[config.mk]
export PLATFORM = sky130hd
export DESIGN_NAME = mdio_master
export DESIGN_NICKNAME = d
export VERILOG_FILES = /design/src/rtl/mdio_pkg.sv /design/src/rtl/mdio_bit_tmr.sv /design/src/rtl/mdio_frame_seq.sv /design/src/rtl/mdio_master.sv
export SDC_FILE = /design/constraint.sdc
export NUM_CORES = 1
export LEC_CHECK = 0
export ABC_CLOCK_PERIOD_IN_PS = 2850
export CORE_ASPECT_RATIO = 1.1
export CORE_MARGIN = 10
export CORE_UTILIZATION = 50
export CTS_BUF_LIST = sky130_fd_sc_hd__clkbuf_8
export CTS_CLUSTER_DIAMETER = 120
export CTS_CLUSTER_SIZE = 14
export DETAILED_ROUTE_END_ITERATION = 6
export HOLD_SLACK_MARGIN = 0.1
export PLACE_DENSITY = 0.77
export SYNTH_ARGS = -nofsm -noshare
export SYNTH_HDL_FRONTEND = slang
export SYNTH_SLANG_ARGS = --single-unit
[constraint.sdc]
create_clock -name clk_i -period 2.85 [get_ports clk_i]
set_clock_uncertainty 0.15 [all_clocks]
set_input_delay 0.285 -clock clk_i [delete_from_list [all_inputs] [get_ports clk_i]]
set_output_delay 0.285 -clock clk_i [all_outputs]
set_load 0.005 [all_outputs]
[src/rtl/mdio_pkg.sv]
package mdio_pkg;
  localparam int PHY_W    = 5;
  localparam int ADDR_W   = 21;
  localparam int DATA_W   = 16;
  localparam int PRE_BITS = 32;
  localparam int FRM_BITS = PRE_BITS + 2 + 2 + PHY_W + PHY_W + 2 + DATA_W;
  localparam int HDR_BITS = PRE_BITS + 2 + 2 + PHY_W + PHY_W;
  localparam int FLUSH_BITS = 32;
  localparam int BCNT_W   = $clog2(FRM_BITS + 1);

  localparam logic [1:0] OP_C22_RD  = 2'b10;
  localparam logic [1:0] OP_C22_WR  = 2'b01;
  localparam logic [1:0] OP_C45_ADR = 2'b00;
  localparam logic [1:0] OP_C45_WR  = 2'b01;
  localparam logic [1:0] OP_C45_RD  = 2'b11;

  typedef enum logic [2:0] {
    SQ_IDLE, SQ_TX, SQ_TA, SQ_RX, SQ_TAIL, SQ_FLUSH
  } seq_state_e;

  typedef enum logic [1:0] {PH_OFF, PH_LO, PH_HI} mdc_phase_e;

  function automatic logic [FRM_BITS-1:0] mk_frame(
      input logic c45, input logic [1:0] op, input logic [PHY_W-1:0] phy,
      input logic [PHY_W-1:0] fld, input logic [DATA_W-1:0] data);
    return {{PRE_BITS{1'b1}}, 1'b0, ~c45, op, phy, fld, 2'b10, data};
  endfunction
endpackage

[src/rtl/mdio_bit_tmr.sv]
module mdio_bit_tmr
  import mdio_pkg::*;
#(
  parameter int CNT_W = 8
) (
  input  logic             clk_i,
  input  logic             rst_ni,
  input  logic             start_i,
  input  logic             is_rx_i,
  input  logic [CNT_W-1:0] half_i,
  input  logic [CNT_W-1:0] rdhi_i,
  output logic             mdc_o,
  output logic             end_o
);
  mdc_phase_e       phase_q;
  logic [CNT_W-1:0] cnt_q;
  logic             rx_q;

  assign mdc_o = (phase_q == PH_HI);
  assign end_o = (phase_q == PH_HI) && (cnt_q == '0);

  always_ff @(posedge clk_i or negedge rst_ni) begin
    if (!rst_ni) begin
      phase_q <= PH_OFF;
      cnt_q   <= '0;
      rx_q    <= 1'b0;
    end else if (start_i) begin
      phase_q <= PH_LO;
      cnt_q   <= half_i - 1'b1;
      rx_q    <= is_rx_i;
    end else begin
      case (phase_q)
        PH_LO: begin
          if (cnt_q == '0) begin
            phase_q <= PH_HI;
            cnt_q   <= (rx_q ? rdhi_i : half_i) - 1'b1;
          end else begin
            cnt_q <= cnt_q - 1'b1;
          end
        end
        PH_HI: begin
          if (cnt_q == '0) phase_q <= PH_OFF;
          else cnt_q <= cnt_q - 1'b1;
        end
        default: ;
      endcase
    end
  end

  // a new bit may only start on a bit boundary
  assert_start_boundary_R8: assert property (@(posedge clk_i) disable iff (!rst_ni)
    start_i |-> (phase_q == PH_OFF) || end_o);
endmodule

[src/rtl/mdio_frame_seq.sv]
module mdio_frame_seq
  import mdio_pkg::*;
(
  input  logic              clk_i,
  input  logic              rst_ni,
  input  logic              req_i,
  input  logic              write_i,
  input  logic              c45_i,
  input  logic [PHY_W-1:0]  phy_i,
  input  logic [ADDR_W-1:0] addr_i,
  input  logic [DATA_W-1:0] wdata_i,
  input  logic [31:0]       ta_ignore_i,
  input  logic              bit_end_i,
  input  logic              rx_bit_i,
  output logic              accept_o,
  output logic              bit_start_o,
  output logic              bit_rx_o,
  output logic              tx_o,
  output logic              oe_o,
  output logic              busy_o,
  output logic              done_o,
  output logic [DATA_W-1:0] rdata_o,
  output logic              err_o
);
  seq_state_e          state_q, nxt;
  logic [FRM_BITS-1:0] sh_q;
  logic [BCNT_W-1:0]   cnt_q;
  logic                wr_q, adr_ph_q, done_q, err_q;
  logic [PHY_W-1:0]    phy_q;
  logic [ADDR_W-1:0]   addr_q;
  logic [DATA_W-1:0]   wdata_q, rdata_q;
  logic                rd_frame, ta_bad, last;

  assign accept_o = (state_q == SQ_IDLE) && req_i;
  assign rd_frame = !wr_q && !adr_ph_q;
  assign ta_bad   = rx_bit_i && !ta_ignore_i[phy_q];
  assign last     = (cnt_q == BCNT_W'(1));

  always_comb begin
    nxt = state_q;
    case (state_q)
      SQ_IDLE:  if (req_i) nxt = SQ_TX;
      SQ_TX:    if (bit_end_i && last) nxt = rd_frame ? SQ_TA : SQ_TAIL;
      SQ_TA:    if (bit_end_i) nxt = ta_bad ? SQ_FLUSH : SQ_RX;
      SQ_RX:    if (bit_end_i && last) nxt = SQ_TAIL;
      SQ_TAIL:  if (bit_end_i) nxt = adr_ph_q ? SQ_TX : SQ_IDLE;
      SQ_FLUSH: if (bit_end_i && last) nxt = SQ_IDLE;
      default:  nxt = SQ_IDLE;
    endcase
  end

  assign bit_start_o = accept_o || (bit_end_i && nxt != SQ_IDLE);
  assign bit_rx_o    = (nxt != SQ_TX);
  assign oe_o        = (state_q == SQ_TX);
  assign tx_o        = sh_q[FRM_BITS-1];
  assign busy_o      = (state_q != SQ_IDLE);
  assign done_o      = done_q;
  assign rdata_o     = rdata_q;
  assign err_o       = err_q;

  always_ff @(posedge clk_i or negedge rst_ni) begin
    if (!rst_ni) begin
      state_q  <= SQ_IDLE;
      sh_q     <= '0;
      cnt_q    <= '0;
      wr_q     <= 1'b0;
      adr_ph_q <= 1'b0;
      phy_q    <= '0;
      addr_q   <= '0;
      wdata_q  <= '0;
      rdata_q  <= '0;
      err_q    <= 1'b0;
      done_q   <= 1'b0;
    end else begin
      state_q <= nxt;
      done_q  <= (state_q != SQ_IDLE) && (nxt == SQ_IDLE);
      case (state_q)
        SQ_IDLE: if (req_i) begin
          wr_q     <= write_i;
          adr_ph_q <= c45_i;
          phy_q    <= phy_i;
          addr_q   <= addr_i;
          wdata_q  <= wdata_i;
          rdata_q  <= '0;
          err_q    <= 1'b0;
          sh_q     <= c45_i ? mk_frame(1'b1, OP_C45_ADR, phy_i, addr_i[20:16], addr_i[15:0])
                            : mk_frame(1'b0, write_i ? OP_C22_WR : OP_C22_RD, phy_i,
                                       addr_i[4:0], wdata_i);
          cnt_q    <= (c45_i || write_i) ? BCNT_W'(FRM_BITS) : BCNT_W'(HDR_BITS);
        end
        SQ_TX: if (bit_end_i) begin
          sh_q  <= sh_q << 1;
          cnt_q <= cnt_q - 1'b1;
        end
        SQ_TA: if (bit_end_i) begin
          cnt_q <= ta_bad ? BCNT_W'(FLUSH_BITS) : BCNT_W'(DATA_W);
        end
        SQ_RX: if (bit_end_i) begin
          rdata_q <= {rdata_q[DATA_W-2:0], rx_bit_i};
          cnt_q   <= cnt_q - 1'b1;
        end
        SQ_TAIL: if (bit_end_i && adr_ph_q) begin
          adr_ph_q <= 1'b0;
          sh_q     <= mk_frame(1'b1, wr_q ? OP_C45_WR : OP_C45_RD, phy_q,
                               addr_q[20:16], wdata_q);
          cnt_q    <= wr_q ? BCNT_W'(FRM_BITS) : BCNT_W'(HDR_BITS);
        end
        SQ_FLUSH: if (bit_end_i) begin
          cnt_q <= cnt_q - 1'b1;
          if (last) begin
            rdata_q <= '1;
            err_q   <= 1'b1;
          end
        end
        default: ;
      endcase
    end
  end

  // command fields are frozen while a command runs
  assert_ignore_busy_R10: assert property (@(posedge clk_i) disable iff (!rst_ni)
    (busy_o && req_i) |=> $stable(phy_q) && $stable(wr_q) && $stable(addr_q));
  assert_done_single_R9: assert property (@(posedge clk_i) disable iff (!rst_ni)
    done_o |=> !done_o);
endmodule

[src/rtl/mdio_master.sv]
module mdio_master
  import mdio_pkg::*;
#(
  parameter int CNT_W = 8
) (
  input  logic              clk_i,
  input  logic              rst_ni,
  input  logic              req_i,
  input  logic              write_i,
  input  logic              c45_i,
  input  logic [PHY_W-1:0]  phy_i,
  input  logic [ADDR_W-1:0] addr_i,
  input  logic [DATA_W-1:0] wdata_i,
  input  logic [31:0]       ta_ignore_i,
  input  logic [CNT_W-1:0]  half_cnt_i,
  input  logic [CNT_W-1:0]  rd_high_cnt_i,
  output logic              busy_o,
  output logic              done_o,
  output logic [DATA_W-1:0] rdata_o,
  output logic              err_o,
  output logic              mdc_o,
  output logic              mdio_o,
  output logic              mdio_oe_o,
  input  logic              mdio_i
);
  logic [CNT_W-1:0] half_q, rdhi_q, half_use, rdhi_use;
  logic [1:0]       sync_q;
  logic             accept, bit_start, bit_rx, bit_end, tx_bit, oe;

  function automatic logic [CNT_W-1:0] at_least_one(input logic [CNT_W-1:0] v);
    return (v == '0) ? CNT_W'(1) : v;
  endfunction

  assign half_use = accept ? at_least_one(half_cnt_i)    : half_q;
  assign rdhi_use = accept ? at_least_one(rd_high_cnt_i) : rdhi_q;

  always_ff @(posedge clk_i or negedge rst_ni) begin
    if (!rst_ni) begin
      half_q <= CNT_W'(1);
      rdhi_q <= CNT_W'(1);
      sync_q <= 2'b11;
    end else begin
      sync_q <= {sync_q[0], mdio_i};
      if (accept) begin
        half_q <= half_use;
        rdhi_q <= rdhi_use;
      end
    end
  end

  mdio_frame_seq u_seq (
    .clk_i       (clk_i),
    .rst_ni      (rst_ni),
    .req_i       (req_i),
    .write_i     (write_i),
    .c45_i       (c45_i),
    .phy_i       (phy_i),
    .addr_i      (addr_i),
    .wdata_i     (wdata_i),
    .ta_ignore_i (ta_ignore_i),
    .bit_end_i   (bit_end),
    .rx_bit_i    (sync_q[1]),
    .accept_o    (accept),
    .bit_start_o (bit_start),
    .bit_rx_o    (bit_rx),
    .tx_o        (tx_bit),
    .oe_o        (oe),
    .busy_o      (busy_o),
    .done_o      (done_o),
    .rdata_o     (rdata_o),
    .err_o       (err_o)
  );

  mdio_bit_tmr #(.CNT_W(CNT_W)) u_tmr (
    .clk_i   (clk_i),
    .rst_ni  (rst_ni),
    .start_i (bit_start),
    .is_rx_i (bit_rx),
    .half_i  (half_use),
    .rdhi_i  (rdhi_use),
    .mdc_o   (mdc_o),
    .end_o   (bit_end)
  );

  assign mdio_oe_o = oe;
  assign mdio_o    = tx_bit & oe;

  assert_idle_quiet_R1: assert property (@(posedge clk_i) disable iff (!rst_ni)
    !busy_o |-> !mdc_o && !mdio_oe_o);
  // data settles during the low phase, before MDC rises
  assert_setup_stable_R8: assert property (@(posedge clk_i) disable iff (!rst_ni)
    $rose(mdc_o) |-> $stable(mdio_o) && $stable(mdio_oe_o));
  assert_flush_value_R6: assert property (@(posedge clk_i) disable iff (!rst_ni)
    (done_o && err_o) |-> (rdata_o == 16'hFFFF));
endmodule

### Word-level counts from Yosys, hierarchy flattened

Cells that the tools add are included.
W data, S select, Z words.

* input port bits: 96
* register bits: 165
* logic and storage cells: 130
* output and inout port bits: 22

* add/sub/neg operators: 4
* bitwise operators: 1
* reduce and logical (&&, ||, !) cells: 35
* order comparisons: 1
* mux-type cells: 52
* equality and inequality tests: 20

Operators by type and width (count)
* $mux W64: 3
* $pmux W64 S3: 1
* $mux W16: 4
* $mux W8: 8
* $pmux W16 S3: 1
* $mux W7: 6
* $mux W31: 1
* $pmux W7 S4: 1
* $logic_not A8 Y1: 3
* $mux W3: 8
* $sub A8 B1 Y8 const B: 3
* $pmux W3 S6: 1
* $pmux W8 S2: 1
* $reduce_bool A3 Y1: 5
* $ne A2 B1 Y1 const B: 7
* $mux W2: 5
* $reduce_and A5 Y1: 2
* $logic_and A1 B1 Y1: 8
* $reduce_and A4 Y1: 2
* $eq A7 B1 Y1 const B: 1
* $mux W1: 7
* $sub A7 B1 Y7 const B: 1
* $eq A3 B2 Y1 const B: 2
* $eq A3 B3 Y1 const B: 2
* 21 further kinds: 30

### Depth between registers and ports, before layout

* depth in word-level cells: 12
* depth in mapped cells: 13
* gate-level depth less buffers: 9

### Hierarchy

Synthesis repeated with hierarchy kept, for this count alone.

* cell total of the unflattened synthesis: 830
* area, all modules: 8060.2 sq um

Modules (own cells, without submodules)
* mdio_frame_seq: cells an instance 622, seq. area each 3002.9 sq um, area each 5957.0 sq um, times used 1
* mdio_bit_tmr: cells an instance 148, seq. area each 275.3 sq um, area each 1236.2 sq um, times used 1
* mdio_master: cells an instance 60, seq. area each 455.4 sq um, area each 867.1 sq um, times used 1

### Worst setup path before layout

No wires, ideal clock.

* path type: register to register
* start: register u_seq.state_q[0]
* end: register u_tmr.cnt_q[6]
* setup time: 0.094 ns
* required time: 2.606 ns
* path buffers: 3
* period minus slack after synthesis: 2.771 ns
* setup slack: 0.079 ns
* data arrival time: 2.528 ns
* cell stages (with the launch flop): 12
* cell sequence: dfrtp_1 -> buf_6 -> or4b_4 -> buf_6 -> buf_2 -> a211oi_1 -> o32a_1 -> ha_1 -> inv_1 -> nor3_2 -> xnor2_1 -> a221oi_2

* longest elaborated chain between the ends: 8
* elaborated cells between the ends (all ways): 28
* those cells by class: add/sub (2); eq/ne (6); mux (13); reduce/logical (7)

Ends and longest elaborated chain
* start: declaration: RTL line mdio_frame_seq.sv:25 `seq_state_e state_q, nxt;`
* start signal: assignment: RTL line mdio_frame_seq.sv:75 `state_q <= nxt;`
* $logic_not A3 Y1: RTL line mdio_frame_seq.sv:34, mdio_frame_seq.sv:41
* $logic_and A1 B1 Y1: RTL line mdio_frame_seq.sv:34 `assign accept_o = (state_q == SQ_IDLE) && req_i;`
* $mux W8, on equally long branches: RTL line mdio_master.sv:34, mdio_master.sv:35
* $mux W8: RTL line mdio_bit_tmr.sv:36 `cnt_q <= (rx_q ? rdhi_i : half_i) - 1'b1;`
* $sub A8 B1 Y8: RTL line mdio_bit_tmr.sv:36
* $mux W8: RTL line mdio_bit_tmr.sv:34 `if (cnt_q == '0) begin`
* $pmux W8 S2: RTL line mdio_bit_tmr.sv:32 `case (phase_q)`
* $mux W8: RTL line mdio_bit_tmr.sv:27 `end else if (start_i) begin`
* end signal: assignment: RTL line mdio_bit_tmr.sv:29 `cnt_q <= half_i - 1'b1;`
* end signal: assignment: RTL line mdio_bit_tmr.sv:36
* end signal: assignment: RTL line mdio_bit_tmr.sv:38 `cnt_q <= cnt_q - 1'b1;`
* end: declaration: RTL line mdio_bit_tmr.sv:16 `logic [CNT_W-1:0] cnt_q;`

Several ways; a longest one is shown, not always the timed one.
A chain may end at the register's enable or synchronous reset.

### Worst setup path in the final report

Ends and elaborated chain as after synthesis.

==> flow_summary.yaml <==
worst_setup_path:
  worstReg2RegStart: "u_seq.state_q[0]$_DFF_PN0_"
  cp-startpoint: "u_seq.state_q[0]$_DFF_PN0_"
  cpPeakStageDelay_ns: 0.62
  worstPathMaxFanout: 8
  cp.required_ns: 3.07
  cp.arrival_ns: 2.95
  critical_path_class: "reg -> reg"
  cp-end-kind: "register"
  setup.worst_path.end: "u_tmr.cnt_q[6]$_DFFE_PN0P_"
  cp-start-kind: "register"
  path_cells: "or4b_4, buf_4, mux4_2, inv_1, ha_2, inv_1, nor3_2, xnor2_1, a221oi_2"
  reg2reg_to: "u_tmr.cnt_q[6]$_DFFE_PN0P_"
  cpMostUsedCell: "inv_1"
  crit_slowest_cell: "or4b_4"
  r2r_slack_ns: 0.12
  worst-r2r-cell-count: 9
logic_synthesis:
  synth_area_um2: 8350
  synth_warnings: 0
  synth_async_sr_flop_share_pct: 100
  mappedNetlistNets: 1105
  synthFlopType: "dfrtp_1"
  yosysTopAreaCell: "dfrtp_1"
  yosysSeqAreaShare_pct: 44.7
  avgSynthCellArea_um2: 8.32
  synth_edf_count: 0
  ys_types: 62
  syn_inst: 1003
  synth.area.top_cells: "dfrtp_1, nand2_1, a21oi_1"
  netlist.area_leader.share_pct: 43.5
  ys_seq_elements: 149
routing:
  vias: 7648
  drtIter0Drc: 605
  wl_per_cell_um: 16.2
  totalWireLength_um: 21900
  firstDrtPassIters: 7
  drc: 0
  postRouteAntennaNets: 0
  via_per_inst: 5.65
final_layout:
  antenna_cells: 0
  regArea_um2: 3740
  fillerInstances: 1389
  utilization_pct: 64.5
  syn_to_final_growth_pct: 26.6
  layout.nets: 1239
  multi_input_area_um2: 4350
  final_cell_mix: "nand2_1, dfrtp_1, nor2_1"
  drive_gt1_share_pct: 13.0
  mostFrequentLayoutCell: "nand2_1"
cts:
  h-tree-depth: 4
  cts_made_buffers: 17
  clk_latency_ns: 0.45
  cts-root-buf: "clkbuf_8"
  cts_tree: "done"
  cts.clk_slew.worst_paths_ns: 0.09
  cts_buffer_depth: 2
  cts_num_sinks: 149
timing:
  worst_pin_slew_ns: 0.699
  rsz0062_at_grt: "true"
  fin_crit_ns: 2.73
  timing.fmax_mhz: 366
  finalHoldViolCount: 0
  fin_crit_sh_pct: 95.9
  hold_ws_ns: 0.208
  final_max_slew_viol_count: 0
  slew_headroom_pct: 53.3
  setup-violations-final: 0
  setup-tns-final_ns: 0
  setup_slack_ns: 0.117
floorplan:
  dieArea_um2: 22300
  rows: 49
  die_h_um: 156
  io_pins: 118
  start_util_pct: 51.0
  die_w_um: 143
  core_um2: 16400
grt:
  grt_pass1_wl_um: 36500
  antenna_found_initial: 0
  grtUsageMet1_pct: 24.7
  grt_max_degree: 63
  grt_pass1_vias: 7462
  met3_usage_pct: 4.23
  gr-total-overflow: 0
  grt_usage_pct: 19.8
  busiest_layer: "met2"
  gr-usage-met2_pct: 33.5
min_path:
  worst_hold_path_type: "reg -> reg"
place:
  hpwl_um: 15400
  port_buffers: 117
  pre_cts_slack_ns: -0.191
  gp_congestion: 0.963
outcome:
  status: "complete, no violations"
pwr:
  power_leakage_nw: 4.65
  peakVddDrop_mv: 0.370
  powerDensity_nw_per_um2: 779
job:
  cap_violations: 0
==> layout make-up <==
cell class                 count  area share, %
inverter                      21          0.817
clock inverter                15           1.59
sequential                   149           35.4
clock buffer                  17           2.21
timing repair buffer         182           16.4
multi-input combinational    766           41.2
tap                          204           2.42
==> worst max-delay path, delay by kind of cell (launching register included) <==
kind,cells,cell delay [ns]
simple gates,2,0.81
mux,1,0.43
buf+inv,3,0.34
flops,1,0.42
fa+ha+maj,1,0.18
xor+xnor,1,0.10
compound gates,1,0.22
==> metal layers <==
metal,routed length [um],vias up
met3,1190,29
met5,0,-
li1,-,3747
met4,359,0
met2,11100,226
met1,9350,3646
==> state kept, by name, summed over array words and instances (netlist names), 2 cells and up <==
name,count
half_q,8
rdhi_q,8
sync_q,2
u_seq.addr_q,5
u_seq.cnt_q,7
u_seq.phy_q,5
u_seq.rdata_o,16
u_seq.sh_q,64
u_seq.state_q,3
u_seq.wdata_q,16
u_tmr.cnt_q,8
u_tmr.phase_q,2
==> cells in the mapped netlist, types with 4 or more instances <==
cell / n
and2_1: 5
a21oi_1: 98
o31ai_1: 29
nor2_1: 127
a22o_1: 6
o22ai_1: 4
o21ai_0: 92
or3_1: 7
mux4_2: 12
xor2_1: 5
buf_1: 10
xnor2_1: 8
nand2b_1: 4
dfrtp_1: 145
nor3_1: 25
a211oi_1: 6
inv_1: 19
nand2_1: 221
clkbuf_1: 52
ha_1: 6
mux2i_1: 28
nor4_1: 4
a22oi_1: 9
mux2_2: 7
nand3_1: 11
dfstp_2: 4
==> how the worst min path moves through the flow <==
stage                        startpoint                             to  slack (ns)  depth (start not counted)
detailed placement               rst_ni          rdhi_q[7]$_DFFE_PN0P_        0.17                          1
CTS                         wdata_i[10]  u_seq.wdata_q[10]$_DFFE_PN0P_        0.20                          3
floorplan                        rst_ni          half_q[1]$_DFFE_PN0P_       -0.16                          0
global route        sync_q[0]$_DFF_PN1_            sync_q[1]$_DFF_PN1_        0.21                          0
finish              sync_q[0]$_DFF_PN1_            sync_q[1]$_DFF_PN1_        0.21                          0
global placement                 rst_ni          rdhi_q[7]$_DFFE_PN0P_        0.17                          1
==> cells by family after synthesis <==
logic type / synth area share [%]
muxes: 7.85
AOI/OAI and AO/OA: 19.2
xor gates and xnor gates: 1.36
buffers and inverters: 4.18
and+or+nand+nor: 21.8
adders and majority gates: 0.899
DFF: 44.7
==> stage by stage <==
step           cell area (um^2)  power, W  std cells
3_5_place_dp              10100   0.00656       1318
4_1_cts                   10500   0.00827       1352
3_3_place_gp              10100   0.00644       1318
2_1_floorplan              8350   0.00541       1003
5_1_grt                   10600   0.00888       1354
6_report                  10600   0.00823       1354
==> power by group <==
part	leakage, nW	internal (W)	switching, W
registers	1.85	0.00294	0.000613
logic	2.60	0.00152	0.00148
clock network	0.197	0.000799	0.000875
total	4.65	0.00526	0.00297
==> what timing repair did <==
action / in CTS / in global routing
gates cloned: 0 / 0
endpoints found under the setup margin: 1 / 48
endpoints found under the hold margin: 60 / 0
hold buffers: 2 / 0
buffers inserted: 0 / 2
resized for setup: 2 / 15
pin swaps: 0 / 3
Power figures use the tool's default switching activity.
